===== src/rtl/rtmr_pkg.sv =====
package rtmr_pkg;
  localparam int BYTE_W   = 8;
  localparam int CB_MODE  = 0;
  localparam int CB_SRC   = 1;
  localparam int CB_RUN   = 2;
  localparam int CB_EXEN  = 3;
  localparam int CB_IEN   = 4;
  localparam int CB_FAST  = 5;
  localparam int CB_EXF   = 6;
  localparam int CB_OVF   = 7;
  localparam int CTRL_SEL = 0;
endpackage


===== src/rtl/rtmr_pin_sync.sv =====
module rtmr_pin_sync #(
  parameter int STAGES = 2
) (
  input  logic clk,
  input  logic rst,
  input  logic pin,
  output logic fall
);
  // sh[STAGES-1] is the synchronized sample, sh[STAGES] the previous one
  logic [STAGES:0] sh;

  always_ff @(posedge clk) begin
    if (rst) sh <= '1;
    else     sh <= {sh[STAGES-1:0], pin};
  end

  assign fall = sh[STAGES] & ~sh[STAGES-1];
endmodule


===== src/rtl/rtmr_prescale.sv =====
module rtmr_prescale #(
  parameter int DIV_SLOW = 12,
  parameter int DIV_FAST = 4
) (
  input  logic clk,
  input  logic rst,
  input  logic run,
  input  logic fast,
  output logic tick
);
  localparam int PW = $clog2(DIV_SLOW);

  logic [PW-1:0] pre_q;
  logic [PW-1:0] lim;

  assign lim  = fast ? PW'(DIV_FAST - 1) : PW'(DIV_SLOW - 1);
  assign tick = run && (pre_q == lim);

  always_ff @(posedge clk) begin
    if (rst || !run)    pre_q <= '0;
    else if (pre_q == lim) pre_q <= '0;
    else                pre_q <= pre_q + 1'b1;
  end
endmodule


===== src/rtl/rtmr_count_core.sv =====
module rtmr_count_core #(
  parameter int CNT_W = 16,
  parameter int BW    = 8
) (
  input  logic               clk,
  input  logic               rst,
  input  logic               inc,
  input  logic               ext_reload,
  input  logic               reload_mode,
  input  logic [CNT_W/BW-1:0] wr_cnt_lane,
  input  logic [CNT_W/BW-1:0] wr_rld_lane,
  input  logic [BW-1:0]      wdata,
  output logic [CNT_W-1:0]   cnt_q,
  output logic [CNT_W-1:0]   rld_q,
  output logic               ovf_evt,
  output logic               exf_evt
);
  localparam int NB = CNT_W / BW;

  logic [CNT_W-1:0] cnt_nxt;
  logic [CNT_W-1:0] rld_nxt;

  always_comb begin
    cnt_nxt = cnt_q;
    ovf_evt = 1'b0;
    exf_evt = 1'b0;
    if (ext_reload) begin
      cnt_nxt = rld_q;
      exf_evt = 1'b1;
    end else if (inc) begin
      if (&cnt_q) begin
        ovf_evt = 1'b1;
        cnt_nxt = reload_mode ? rld_q : '0;
      end else begin
        cnt_nxt = cnt_q + 1'b1;
      end
    end
    // software byte writes take precedence over hardware updates
    for (int i = 0; i < NB; i++) begin
      if (wr_cnt_lane[i]) cnt_nxt[i*BW +: BW] = wdata;
    end
  end

  always_comb begin
    rld_nxt = rld_q;
    for (int i = 0; i < NB; i++) begin
      if (wr_rld_lane[i]) rld_nxt[i*BW +: BW] = wdata;
    end
  end

  always_ff @(posedge clk) begin
    if (rst) begin
      cnt_q <= '0;
      rld_q <= '0;
    end else begin
      cnt_q <= cnt_nxt;
      rld_q <= rld_nxt;
    end
  end
endmodule


===== src/rtl/reload_timer16.sv =====
module reload_timer16 #(
  parameter int CNT_W    = 16,
  parameter int ADDR_W   = 3,
  parameter int DIV_SLOW = 12,
  parameter int DIV_FAST = 4,
  parameter int SYNC_STG = 2
) (
  input  logic        clk,
  input  logic        rst,
  input  logic        cnt_pin,
  input  logic        trg_pin,
  input  logic        reg_wr,
  input  logic [2:0]  reg_addr,
  input  logic [7:0]  reg_wdata,
  output logic [7:0]  reg_rdata,
  output logic        ovf_flag,
  output logic        irq
);
  import rtmr_pkg::*;

  localparam int NB    = CNT_W / BYTE_W;
  localparam int NPINS = 2;

  logic [NPINS-1:0]  pin_in;
  logic [NPINS-1:0]  pin_fall;
  logic              trg_fall;
  logic              tick;
  logic              inc;
  logic              ext_reload;
  logic              ovf_evt;
  logic              exf_evt;
  logic              ctrl_wr;
  logic [7:0]        ctrl_q;
  logic [7:0]        ctrl_nxt;
  logic [CNT_W-1:0]  cnt_q;
  logic [CNT_W-1:0]  rld_q;
  logic [NB-1:0]     wr_cnt_lane;
  logic [NB-1:0]     wr_rld_lane;
  logic [7:0]        rd_nxt;
  logic [7:0]        rdata_q;
  logic              irq_q;

  assign pin_in   = {trg_pin, cnt_pin};
  assign trg_fall = pin_fall[1];

  for (genvar g = 0; g < NPINS; g++) begin : g_sync
    rtmr_pin_sync #(.STAGES(SYNC_STG)) u_sync (
      .clk  (clk),
      .rst  (rst),
      .pin  (pin_in[g]),
      .fall (pin_fall[g])
    );
  end

  for (genvar i = 0; i < NB; i++) begin : g_lane
    assign wr_cnt_lane[i] = reg_wr && (reg_addr == ADDR_W'(1 + i));
    assign wr_rld_lane[i] = reg_wr && (reg_addr == ADDR_W'(1 + NB + i));
  end

  rtmr_prescale #(.DIV_SLOW(DIV_SLOW), .DIV_FAST(DIV_FAST)) u_pre (
    .clk  (clk),
    .rst  (rst),
    .run  (ctrl_q[CB_RUN] & ~ctrl_q[CB_SRC]),
    .fast (ctrl_q[CB_FAST]),
    .tick (tick)
  );

  assign inc        = ctrl_q[CB_RUN] & (ctrl_q[CB_SRC] ? pin_fall[0] : tick);
  assign ext_reload = trg_fall & ctrl_q[CB_MODE] & ctrl_q[CB_EXEN];

  rtmr_count_core #(.CNT_W(CNT_W), .BW(BYTE_W)) u_core (
    .clk         (clk),
    .rst         (rst),
    .inc         (inc),
    .ext_reload  (ext_reload),
    .reload_mode (ctrl_q[CB_MODE]),
    .wr_cnt_lane (wr_cnt_lane),
    .wr_rld_lane (wr_rld_lane),
    .wdata       (reg_wdata),
    .cnt_q       (cnt_q),
    .rld_q       (rld_q),
    .ovf_evt     (ovf_evt),
    .exf_evt     (exf_evt)
  );

  assign ctrl_wr = reg_wr && (reg_addr == ADDR_W'(CTRL_SEL));

  // flags: software may only clear; a hardware set in the same cycle wins
  always_comb begin
    ctrl_nxt = ctrl_q;
    if (ctrl_wr) begin
      ctrl_nxt         = reg_wdata;
      ctrl_nxt[CB_EXF] = reg_wdata[CB_EXF] & ctrl_q[CB_EXF];
      ctrl_nxt[CB_OVF] = reg_wdata[CB_OVF] & ctrl_q[CB_OVF];
    end
    if (exf_evt) ctrl_nxt[CB_EXF] = 1'b1;
    if (ovf_evt) ctrl_nxt[CB_OVF] = 1'b1;
  end

  always_comb begin
    rd_nxt = '0;
    if (reg_addr == ADDR_W'(CTRL_SEL)) rd_nxt = ctrl_q;
    for (int i = 0; i < NB; i++) begin
      if (reg_addr == ADDR_W'(1 + i))      rd_nxt = cnt_q[i*BYTE_W +: BYTE_W];
      if (reg_addr == ADDR_W'(1 + NB + i)) rd_nxt = rld_q[i*BYTE_W +: BYTE_W];
    end
  end

  always_ff @(posedge clk) begin
    if (rst) begin
      ctrl_q  <= '0;
      rdata_q <= '0;
      irq_q   <= 1'b0;
    end else begin
      ctrl_q  <= ctrl_nxt;
      rdata_q <= rd_nxt;
      irq_q   <= ctrl_q[CB_IEN] & (ctrl_q[CB_EXF] | ctrl_q[CB_OVF]);
    end
  end

  assign reg_rdata = rdata_q;
  assign irq       = irq_q;
  assign ovf_flag  = ctrl_q[CB_OVF];
endmodule


===== config.mk =====
export PLATFORM = sky130hd
export DESIGN_NAME = reload_timer16
export DESIGN_NICKNAME = d
export VERILOG_FILES = /design/src/rtl/rtmr_pkg.sv /design/src/rtl/rtmr_pin_sync.sv /design/src/rtl/rtmr_prescale.sv /design/src/rtl/rtmr_count_core.sv /design/src/rtl/reload_timer16.sv
export SDC_FILE = /design/constraint.sdc
export NUM_CORES = 1
export LEC_CHECK = 0
export ABC_AREA = 1
export BUFFER_PORTS_ARGS = -buffer_cell sky130_fd_sc_hd__buf_2
export CAP_MARGIN = 20
export CELL_PAD_IN_SITES_DETAIL_PLACEMENT = 1
export CELL_PAD_IN_SITES_GLOBAL_PLACEMENT = 2
export CORE_UTILIZATION = 28
export DETAILED_ROUTE_END_ITERATION = 12
export PLACE_DENSITY_LB_ADDON = 0.1
export SLEW_MARGIN = 20
export SYNTH_ARGS = -nofsm -noshare
export SYNTH_HDL_FRONTEND = slang
export SYNTH_HIERARCHICAL = 1
export SYNTH_SLANG_ARGS = --single-unit

===== constraint.sdc =====
create_clock -name clk -period 2.8 [get_ports clk]
set_clock_uncertainty 0.15 [all_clocks]
set_input_delay 0.56 -clock clk [delete_from_list [all_inputs] [get_ports clk]]
set_output_delay 0.56 -clock clk [all_outputs]
set_load 0.02 [all_outputs]

==> impl_summary.md, run 1 <==
Global route
Across every metal layer, demand over resource in global routing totals 0.203. For met1 alone, demand over resource in global routing was 0.291. In the global route stage, met3 resource usage came out at 0.0280.

The number of global-route vias before repair is 3377. The initial antenna violation count is 0. The layer flagged by global routing as most heavily used is met2. The largest net degree at the start of global routing is 28.

The global route total overflow is 0. The first global-routing pass estimated 19.0 mm of wire. The routing usage on met2 is 0.314.

Die
The number of placed I/O pins is 26. The die area is 12200 sq um. After floorplanning, the core was divided into 39 placement rows. After floorplanning, the core was sized to cover 11500 sq um. The height of the die is 111 um. From left edge to right edge, the die measures 111 um.

The initial utilization of the core area, before any placement, comes to 0.288.

STA
The total count of max-transition violations in the final report is 0. Based on the critical path, the design can be clocked at up to 429 MHz. The setup TNS after final layout is 0 ps.

At the pin with the least slew margin, the transition time is 680 ps. The smallest clock period supported by the final layout is computed as 2330 ps. Setup violations remaining at the end of the flow were counted as 0.

Setup repair after global routing left no endpoint under its margin. The portion of the clock cycle consumed by the worst path in the final layout is 0.833. Measured against its own limit, the worst slew margin works out to 0.546.

The final hold violation count is 0.

Power and ir drop
The total internal power is 0.00160 W. The share of total power dissipated in combinational logic is 0.074. The relative contribution of the clock network to total power is 0.510. The design draws 0.00212 W.

Of the total power, the share spent switching nets is 0.243. The fraction of power consumed by sequential logic is 0.417. The maximum ir drop on the vdd rail is 0.284 mV. For this design the ratio of total power to cell area is 550 nW/um^2. Summed over all cells, the static leakage comes to 1.64 nW.

The power spent charging and discharging nets is 0.000514 W.

Layout
The count of antenna diodes in the layout is 0. The total of fill cells in the finished design is 1470. The ratio of cells with drive above 1 in the final layout is 0.154. The area added between synthesis and finish is 16.4%. After the last flow step, the layout net total stands at 531. Once layout is complete, the cells apart from fillers number 661. With fillers left out, the area of the finished cells amounts to 3850 sq um.

Setup path
The worst stage delay on the critical path is 330 ps. The master of the slowest instance on the critical path is dfxtp_1. By startpoint and endpoint, the worst setup path is classified as reg2reg. The reg-to-reg endpoint is u_core/cnt_q[3]. The number of cells on the worst reg-to-reg path is 13. The launch point of the critical path is u_pre/pre_q[0]. The setup check on the worst reg-to-reg path leaves a slack of 470 ps. The element type at the critical path start is a flop. Data on the critical path is required at its endpoint by 2860 ps. The peak fanout along the critical path is 9. The signal on the critical path passes through ha_1 -> inv_1 -> nor2_1 -> nand3_2 -> nor2_1 -> o21ai_0 -> nor2_1 -> nor2_1 -> inv_1 -> nor2_2 -> inv_1 -> o21ai_0 -> a21oi_1. The sort of element at the end of the critical path is a flop.

The critical path arrival is 2400 ps. The end point of the critical path is u_core/cnt_q[3]. In this design, the critical path's most frequently occurring cell is nor2_1. The worst register-to-register path begins at u_pre/pre_q[0].

CTS
CTS placed an instance of clkbuf_16 at the clock tree root. The number of buffers created by CTS is 9. For the worst-skew pair, the clock arrives at the later sink with an insertion delay of 330 ps. The total setup buffers inserted after CTS is 0. The number of sinks handled by clock tree synthesis is 59. The clock tree from TritonCTS is yes. The H-tree was split into 3 levels. After clock tree synthesis, the clock-pin slew on the worst setup and hold paths is 50 ps. The maximum buffer depth of the clock tree is 2.

Min path
The class of the tightest hold or removal check is in2reg.

Logic synthesis
The distinct cell type count after synthesis is 34. After synthesis the netlist holds a flip-flop and latch count of 59. The mean cell area of the mapped netlist is 6.81 sq um. The instance count of the mapped netlist is 485.

The portion of the post-synthesis area used by sequential elements is 0.357. The synthesis warning total is 6. Counting every net in the synthesized netlist gives 503. The area of the mapped netlist is 3300 sq um.

Placement
The wire-length estimate of the detail-placed layout is 8.95 mm. The final weighted congestion in routability-driven placement is 0.804. Port buffering added 25 buffers. After detailed placement, the design holds a cell count of 645. Summing all placed instances gives a cell area of 3550 sq um.

Status
The flow ran to the end, and the final reports show no timing, DRC or antenna violations.

Drt
For this run, the detailed router's first-pass iteration total came to 4. After detailed routing, the total wire length is 11.7 mm. The total via count after detailed routing is 3250.

The total DRC errors in the routed layout is 0. The detail-routed net length per standard cell is 17.6 um. In this run the remaining antenna-violating nets after routing total 0. The via density per instance is 4.92. In this run, the number of DRC markers left after iteration 0 of detailed routing was 149.

Job
The count of max-cap constraint violations is 0.
## area by class of cell
cell class              instances  area (sq um)  area share
well taps                     143           179      0.0465
flip-flops and latches         59          1180       0.307
clock inverters                 1          5.00     0.00130
repair buffers                 37           215      0.0560
multi-input cells             340          1730       0.449
inverters                      66           250      0.0651
clock buffers                  15           288      0.0748
## per-stage QoR
stage,util,hold WS (ps),setup WS [ps]
finish,0.335,253,469
global placement,0.309,243,210
detailed placement,0.309,253,256
floorplan,-,237,775
CTS,0.335,240,220
global route,0.335,267,189
## worst min path at each step
stage	depth (start not counted)	endpoint	start
6_report	3	g_sync[1].u_sync/sh[0]	trg_pin
5_1_grt	3	g_sync[1].u_sync/sh[0]	trg_pin
4_1_cts	3	g_sync[1].u_sync/sh[0]	trg_pin
3_5_place_dp	2	g_sync[0].u_sync/sh[1]	g_sync[0].u_sync/sh[0]
3_3_place_gp	2	g_sync[0].u_sync/sh[1]	g_sync[0].u_sync/sh[0]
2_1_floorplan	2	g_sync[0].u_sync/sh[1]	g_sync[0].u_sync/sh[0]
## critical path, delay by kind of cell, from the launching register on
kind                       cells  cell delay, ps
buffers and inverters          3             330
DFF                            1             330
and+or+nand+nor                6             720
AOI/OAI and AO/OA              3             460
adders and majority gates      1             220
## cells in the mapped netlist
| library cell | n | area share |
|---|---|---|
| nand4_1 | 24 | 0.045 |
| xnor2_1 | 2 | 0.0053 |
| ha_1 | 2 | 0.0076 |
| o21ai_2 | 1 | 0.0027 |
| nor2_4 | 3 | 0.010 |
| inv_2 | 1 | 0.0011 |
| buf_2 | 2 | 0.0030 |
| nor3_1 | 1 | 0.0015 |
| xor2_1 | 4 | 0.011 |
| clkbuf_1 | 7 | 0.0080 |
| o21ai_0 | 37 | 0.056 |
| o221ai_1 | 3 | 0.0080 |
| buf_6 | 8 | 0.027 |
| nand3_1 | 45 | 0.068 |
| nand3_2 | 4 | 0.012 |
| a21oi_2 | 8 | 0.021 |
| nand2_1 | 84 | 0.095 |
| inv_4 | 1 | 0.0019 |
| or2_2 | 1 | 0.0019 |
| nor2_2 | 2 | 0.0038 |
| a21oi_1 | 40 | 0.061 |
| o21ai_1 | 10 | 0.015 |
| nand4_4 | 1 | 0.0064 |
| nand2_4 | 2 | 0.0068 |
| clkinv_1 | 1 | 0.0011 |
| a31oi_1 | 2 | 0.0038 |
| nor4_1 | 2 | 0.0038 |
| dfxtp_1 | 59 | 0.36 |
| inv_1 | 63 | 0.072 |
| buf_8 | 1 | 0.0045 |
| nand2_2 | 2 | 0.0038 |
| nor2_1 | 59 | 0.067 |
| nand3b_1 | 1 | 0.0023 |
| buf_4 | 2 | 0.0045 |
## power groups by stage
stage | Clock, W | Sequential, W | Combinational (W)
after detailed placement | 0 | 0.000900 | 0.000156
final | 0.00108 | 0.000883 | 0.000156
after global routing | 0.00115 | 0.000885 | 0.000175
after global placement | 0 | 0.000899 | 0.000155
after floorplan | 0 | 0.000898 | 0.0000969
after CTS | 0.00111 | 0.000882 | 0.000157
## cell usage in the layout, fill, tap and decap left out, types with 2 or more instances in the layout
| master | instances |
|---|---|
| clkbuf_8 | 4 |
| nand3_1 | 45 |
| nand2_1 | 84 |
| xor2_1 | 4 |
| nand2_2 | 2 |
| nand3_2 | 4 |
| o21ai_0 | 37 |
| nor2_2 | 4 |
| inv_1 | 63 |
| nand4_1 | 24 |
| o21ai_1 | 10 |
| a31oi_1 | 2 |
| nor2_1 | 57 |
| clkbuf_1 | 2 |
| a21oi_1 | 40 |
| xnor2_1 | 2 |
| clkbuf_16 | 9 |
| buf_4 | 12 |
| nand2_4 | 2 |
| dfxtp_1 | 59 |
| o221ai_1 | 3 |
| buf_2 | 25 |
| ha_1 | 2 |
| nor2_4 | 3 |
| a21oi_2 | 8 |
## timing repair
item	CTS	global route
resized for setup	0	2
endpoints found under the hold margin	0	0
hold buffers	0	0
endpoints found under the setup margin	0	3
## state kept, by name (all words and copies together), names as in the netlist
| signal | cells |
|---|---|
| ctrl_q | 8 |
| irq | 1 |
| reg_rdata | 8 |
| g_sync.u_sync/sh | 6 |
| u_core/cnt_q | 16 |
| u_pre/pre_q | 4 |
| u_core/rld_q | 16 |
## metal layers
layer / wire, um / part of all wire / vias to the layer above
met5: 0 / 0 / -
met2: 5060 / 0.43 / 67
met1: 5960 / 0.51 / 1519
li1: - / - / 1655
met4: 132 / 0.011 / 0
met3: 511 / 0.044 / 9
## cells by family after synthesis
group	Yosys count	share of synthesized area
compound gates	101	0.167
xor+xnor	6	0.0159
fa+ha+maj	2	0.00757
buf+inv	86	0.123
flops	59	0.357
simple gates	231	0.329
No activity file was read; power rests on OpenSTA's default activity.
==> inputs of run 2 (changes only) <==
- ABC_AREA: 1 -> 0
- clock period: 2.8 -> 2.2 ns (I/O delays scaled with it)
==> run 2 against run 1 <==
  * The run now ends with design-rule violations left
  * Design area is 12% higher
  * Worst hold slack got worse by 120 ps
  * Synthesized cell count shrank 18%
  * Combinational power increased by 31%
  * Global-route usage up 0.15 points
  * Highest routed layer unchanged
==> impl_summary.md, run 2 <==
Drt
The total via count after detailed routing is 3280. The first detailed-routing pass ran for 8 iterations. The post-route antenna net violation count is 0. After detailed routing, the number of remaining DRC violations is 2. For this block, the initial DRC count from the detailed router was 163. In the final routed layout, each cell accounts on average for 20.0 um. The via density per instance is 5.48.

The final layout contains routed wiring with a total length of 12.0 mm.

Global route
In the global route stage, overall resource usage came out at 0.204. The first-pass GRT wire length is 19.2 mm. Entering global routing, the biggest net connects 48 pins. The total overflow left after global routing is 0. The initial antenna violation count is 0. The number of global-route vias before repair is 3364.

Die
The floorplan step set the die width to 111 um. During I/O placement, the number of pins put on the boundary was 26. The floorplan has 39 rows. The die area is 12300 sq um. The height of the die is 111 um. The initial core utilization is 0.290.

The floorplan step defined a core boundary enclosing 11500 sq um.

CTS
The H-tree depth is 3. Clock-pin slew was measured on the worst setup and hold paths at 60 ps. The number of buffers inserted by hold repair at cts is 0. The number of sinks handled by clock tree synthesis is 59. The later pin in the worst-skew pair is clocked with a latency of 330 ps. In this run, CTS created clock tree buffers numbering 9. The maximum buffer depth of the clock tree is 2. The tree is rooted in a clkbuf_16. TritonCTS built the clock tree.

STA
The total count of max-transition violations in the final report came to 0. Based on the critical path, the design can be clocked at up to 463 MHz. The worst hold slack across all endpoints is 135 ps. The setup-violating endpoint count in the final report is 0. The final critical delay including setup and external delays is 2160 ps. At the pin with the least slew margin, the transition time is 542 ps. Setup repair after global routing could not meet its margin everywhere.

The worst pin sits at a relative slew slack of 0.635. The final hold violation count is 0. The setup slack of the critical path after layout is 38.9 ps.

Dividing the final minimum period by the clock period gives 0.982.

Logic synthesis
The share of the Yosys chip area taken by registers is 0.354. The top flip-flop cell by instance count after synthesis is dfxtp_1. The synthesized design spends more area on one cell type than any other, namely dfxtp_1. The synthesized design contains 0 enable-type register cells. The mapped netlist covers 3330 sq um. The number of register bits inferred by synthesis is 59.

The synthesis warning total is 6. In the synthesized netlist, the cells that appear most often are dfxtp_1, nor2_1, a21oi_1, mux2i_1, o21ai_0. In the post-synthesis netlist, the biggest area contributors are dfxtp_1, nor2_1, mux2i_1. The arithmetic-cell share of the synthesized area counting full adders, half adders and majority gates is 0.00750.

The area share of the leading cell type in the synthesized netlist is 0.354. The xor and xnor area share after synthesis is 0.0184. The instance count of the mapped netlist is 399. The net count after synthesis is 417. The leading cell type by number of instances after synthesis is dfxtp_1. The mean cell area of the mapped netlist is 8.36 sq um. In the synthesized netlist the async set-or-reset flop fraction comes to 0. The simple-gate share of the synthesized area is 0.254. The proportion of synthesized area in mux cells is 0.0841. The compound-gate portion of the synthesized area was 0.223. The distinct cell type count after synthesis is 63. The dominant combinational cell family by area after synthesis is simple AND/OR/NAND/NOR gates.

Layout
The ratio of cells with drive above 1 in the final layout is 0.284. The finished cells cover 4310 sq um. The most common cell after layout, fill and taps aside is dfxtp_1. The share of the core filled with cells in the final layout is 0.374.

The filler cells instantiated in the layout total 1368. In the layout the commonest cells are dfxtp_1, nor2_1, buf_4, buf_2, a21oi_1. In the final layout, the registers with the most flip-flops are u_core/cnt_q: 16 flops, u_core/rld_q: 16 flops. The count of antenna diodes in the layout is 0.

The net count reported at finish is 468. The area added between synthesis and finish is 29.3%.

Setup path
The depth of the worst register-to-register path is 11. The largest individual stage delay along the critical path comes from the cell dfxtp_2. The required time of the worst setup path is 2310 ps. The kind of critical path is reg2reg.

STA classifies the critical path endpoint as a flop. On the critical path the largest part of the delay comes from simple AND/OR/NAND/NOR gates. The launch point of the critical path is u_pre/pre_q[1]. The startpoint identified for the worst register-to-register timing path is u_pre/pre_q[1]. The peak fanout along the critical path is 5. The worst setup path is launched from a flop. The endpoint identified for the worst register-to-register timing path is u_core/cnt_q[13].

The worst stage delay on the critical path is 350 ps. The setup check on the worst reg-to-reg path leaves a slack of 40 ps. The combined buffer and inverter count along the critical path is 3.

For the worst setup path, the data arrival time is 2270 ps. The critical path goes through ha_4 -> inv_4 -> nor4b_4 -> mux2i_1 -> nor2b_1 -> buf_4 -> nor2_4 -> buf_6 -> a221o_1 -> nand3b_1 -> o22ai_1.

Placement
The detailed placer's ending HPWL is 8.56 mm. The minimum setup slack after placement is -135 ps. After detailed placement, the total cell area comes to 3830 sq um. During placement, the flow inserted port buffers numbering 25.

The final weighted congestion in routability-driven placement is 0.795.

Power and ir drop
The relative contribution of the clock network to total power is 0.514. In this run the power spent charging and discharging nets is 0.000673 W. The leakage power summed over all cells is 1.56 nW. The net switching fraction of the power is 0.248. VDD sags by at most 0.326 mV. The share of total power dissipated in combinational logic is 0.075. The internal portion of the total power is 0.00204 W. The total power per unit cell area is 630 nW/um^2. The fraction of power consumed by sequential logic is 0.411.

Status
The run finished, with violations left. The final reports fail on design-rule violations.

Min path
Counting instances, the worst hold path has a depth of 2. The startpoint of the worst hold path is trg_pin. The class of the tightest hold or removal check is in2reg. The path with the worst hold slack has its endpoint at g_sync[1].u_sync/sh[0].

Job
The count of max-cap constraint violations is 0.
## run 2: worst max path at each step
stage	to	cells past startpoint	slack (ps)
6_report	u_core/cnt_q[13]	11	40
2_1_floorplan	u_core/cnt_q[13]	11	-0.9
5_1_grt	u_core/cnt_q[13]	11	-90
3_3_place_gp	u_core/cnt_q[13]	11	-60
3_5_place_dp	u_core/cnt_q[15]	11	-140
4_1_cts	u_core/cnt_q[14]	10	-1
## run 2: power groups by stage
| stage | Sequential, W | Combinational, W | Clock (W) |
|---|---|---|---|
| 3_3_place_gp | 0.00114 | 0.000199 | 0 |
| 5_1_grt | 0.00112 | 0.000225 | 0.00149 |
| 3_5_place_dp | 0.00114 | 0.000201 | 0 |
| 4_1_cts | 0.00112 | 0.000202 | 0.00144 |
| 2_1_floorplan | 0.00114 | 0.000110 | 0 |
| 6_report | 0.00112 | 0.000204 | 0.00140 |
## run 2: per-layer routing
| metal | track usage | part of all wire | vias to the layer above |
|---|---|---|---|
| met4 | 0.0703 | 0.021 | 0 |
| met3 | 0.0377 | 0.029 | 17 |
| met2 | 0.341 | 0.49 | 55 |
| li1 | - | - | 1567 |
| met1 | 0.264 | 0.46 | 1641 |
| met5 | 0 | 0 | - |
## run 2: cell families (layout without fill, tap and decap cells)
family                     after synthesis  after routing
adders and majority gates                2              2
buffers and inverters                   44            100
and+or+nand+nor                        156            156
xor gates and xnor gates                 7              7
AOI/OAI and AO/OA                      104            104
DFF                                     59             59
muxes                                   27             27
## run 2: layout make-up
class                      count  area [sq um]  area share
multi-input combinational    296          2080       0.482
sequential                    59          1180       0.275
timing repair buffer          73           532       0.123
clock buffer                   9           225      0.0522
tap                          143           179      0.0415
clock inverter                 7          68.8      0.0160
inverter                      11          43.8      0.0102
## run 2: worst register-to-register path, stage by stage (launching register included)
cell and delay, ps:
dfxtp_2 350, ha_4 150, inv_4 40, nor4b_4 230
mux2i_1 100, nor2b_1 130, buf_4 170, nor2_4 60
buf_6 130, a221o_1 320, nand3b_1 160, o22ai_1 100
## run 2: repair_timing
action / CTS / global route
endpoints found under the setup margin: 11 / 15
pin swaps: 4 / 9
setup buffers: 2 / 4
resized for setup: 12 / 18
cloned: 1 / 0
## run 2: stage by stage
step / total power (W) / TNS (ps) / instances
global placement: 0.00134 / -219 / 575
finish: 0.00272 / 0 / 598
floorplan: 0.00125 / -0.921 / 399
CTS: 0.00275 / -1.23 / 594
detailed placement: 0.00134 / -610 / 575
global route: 0.00283 / -250 / 598
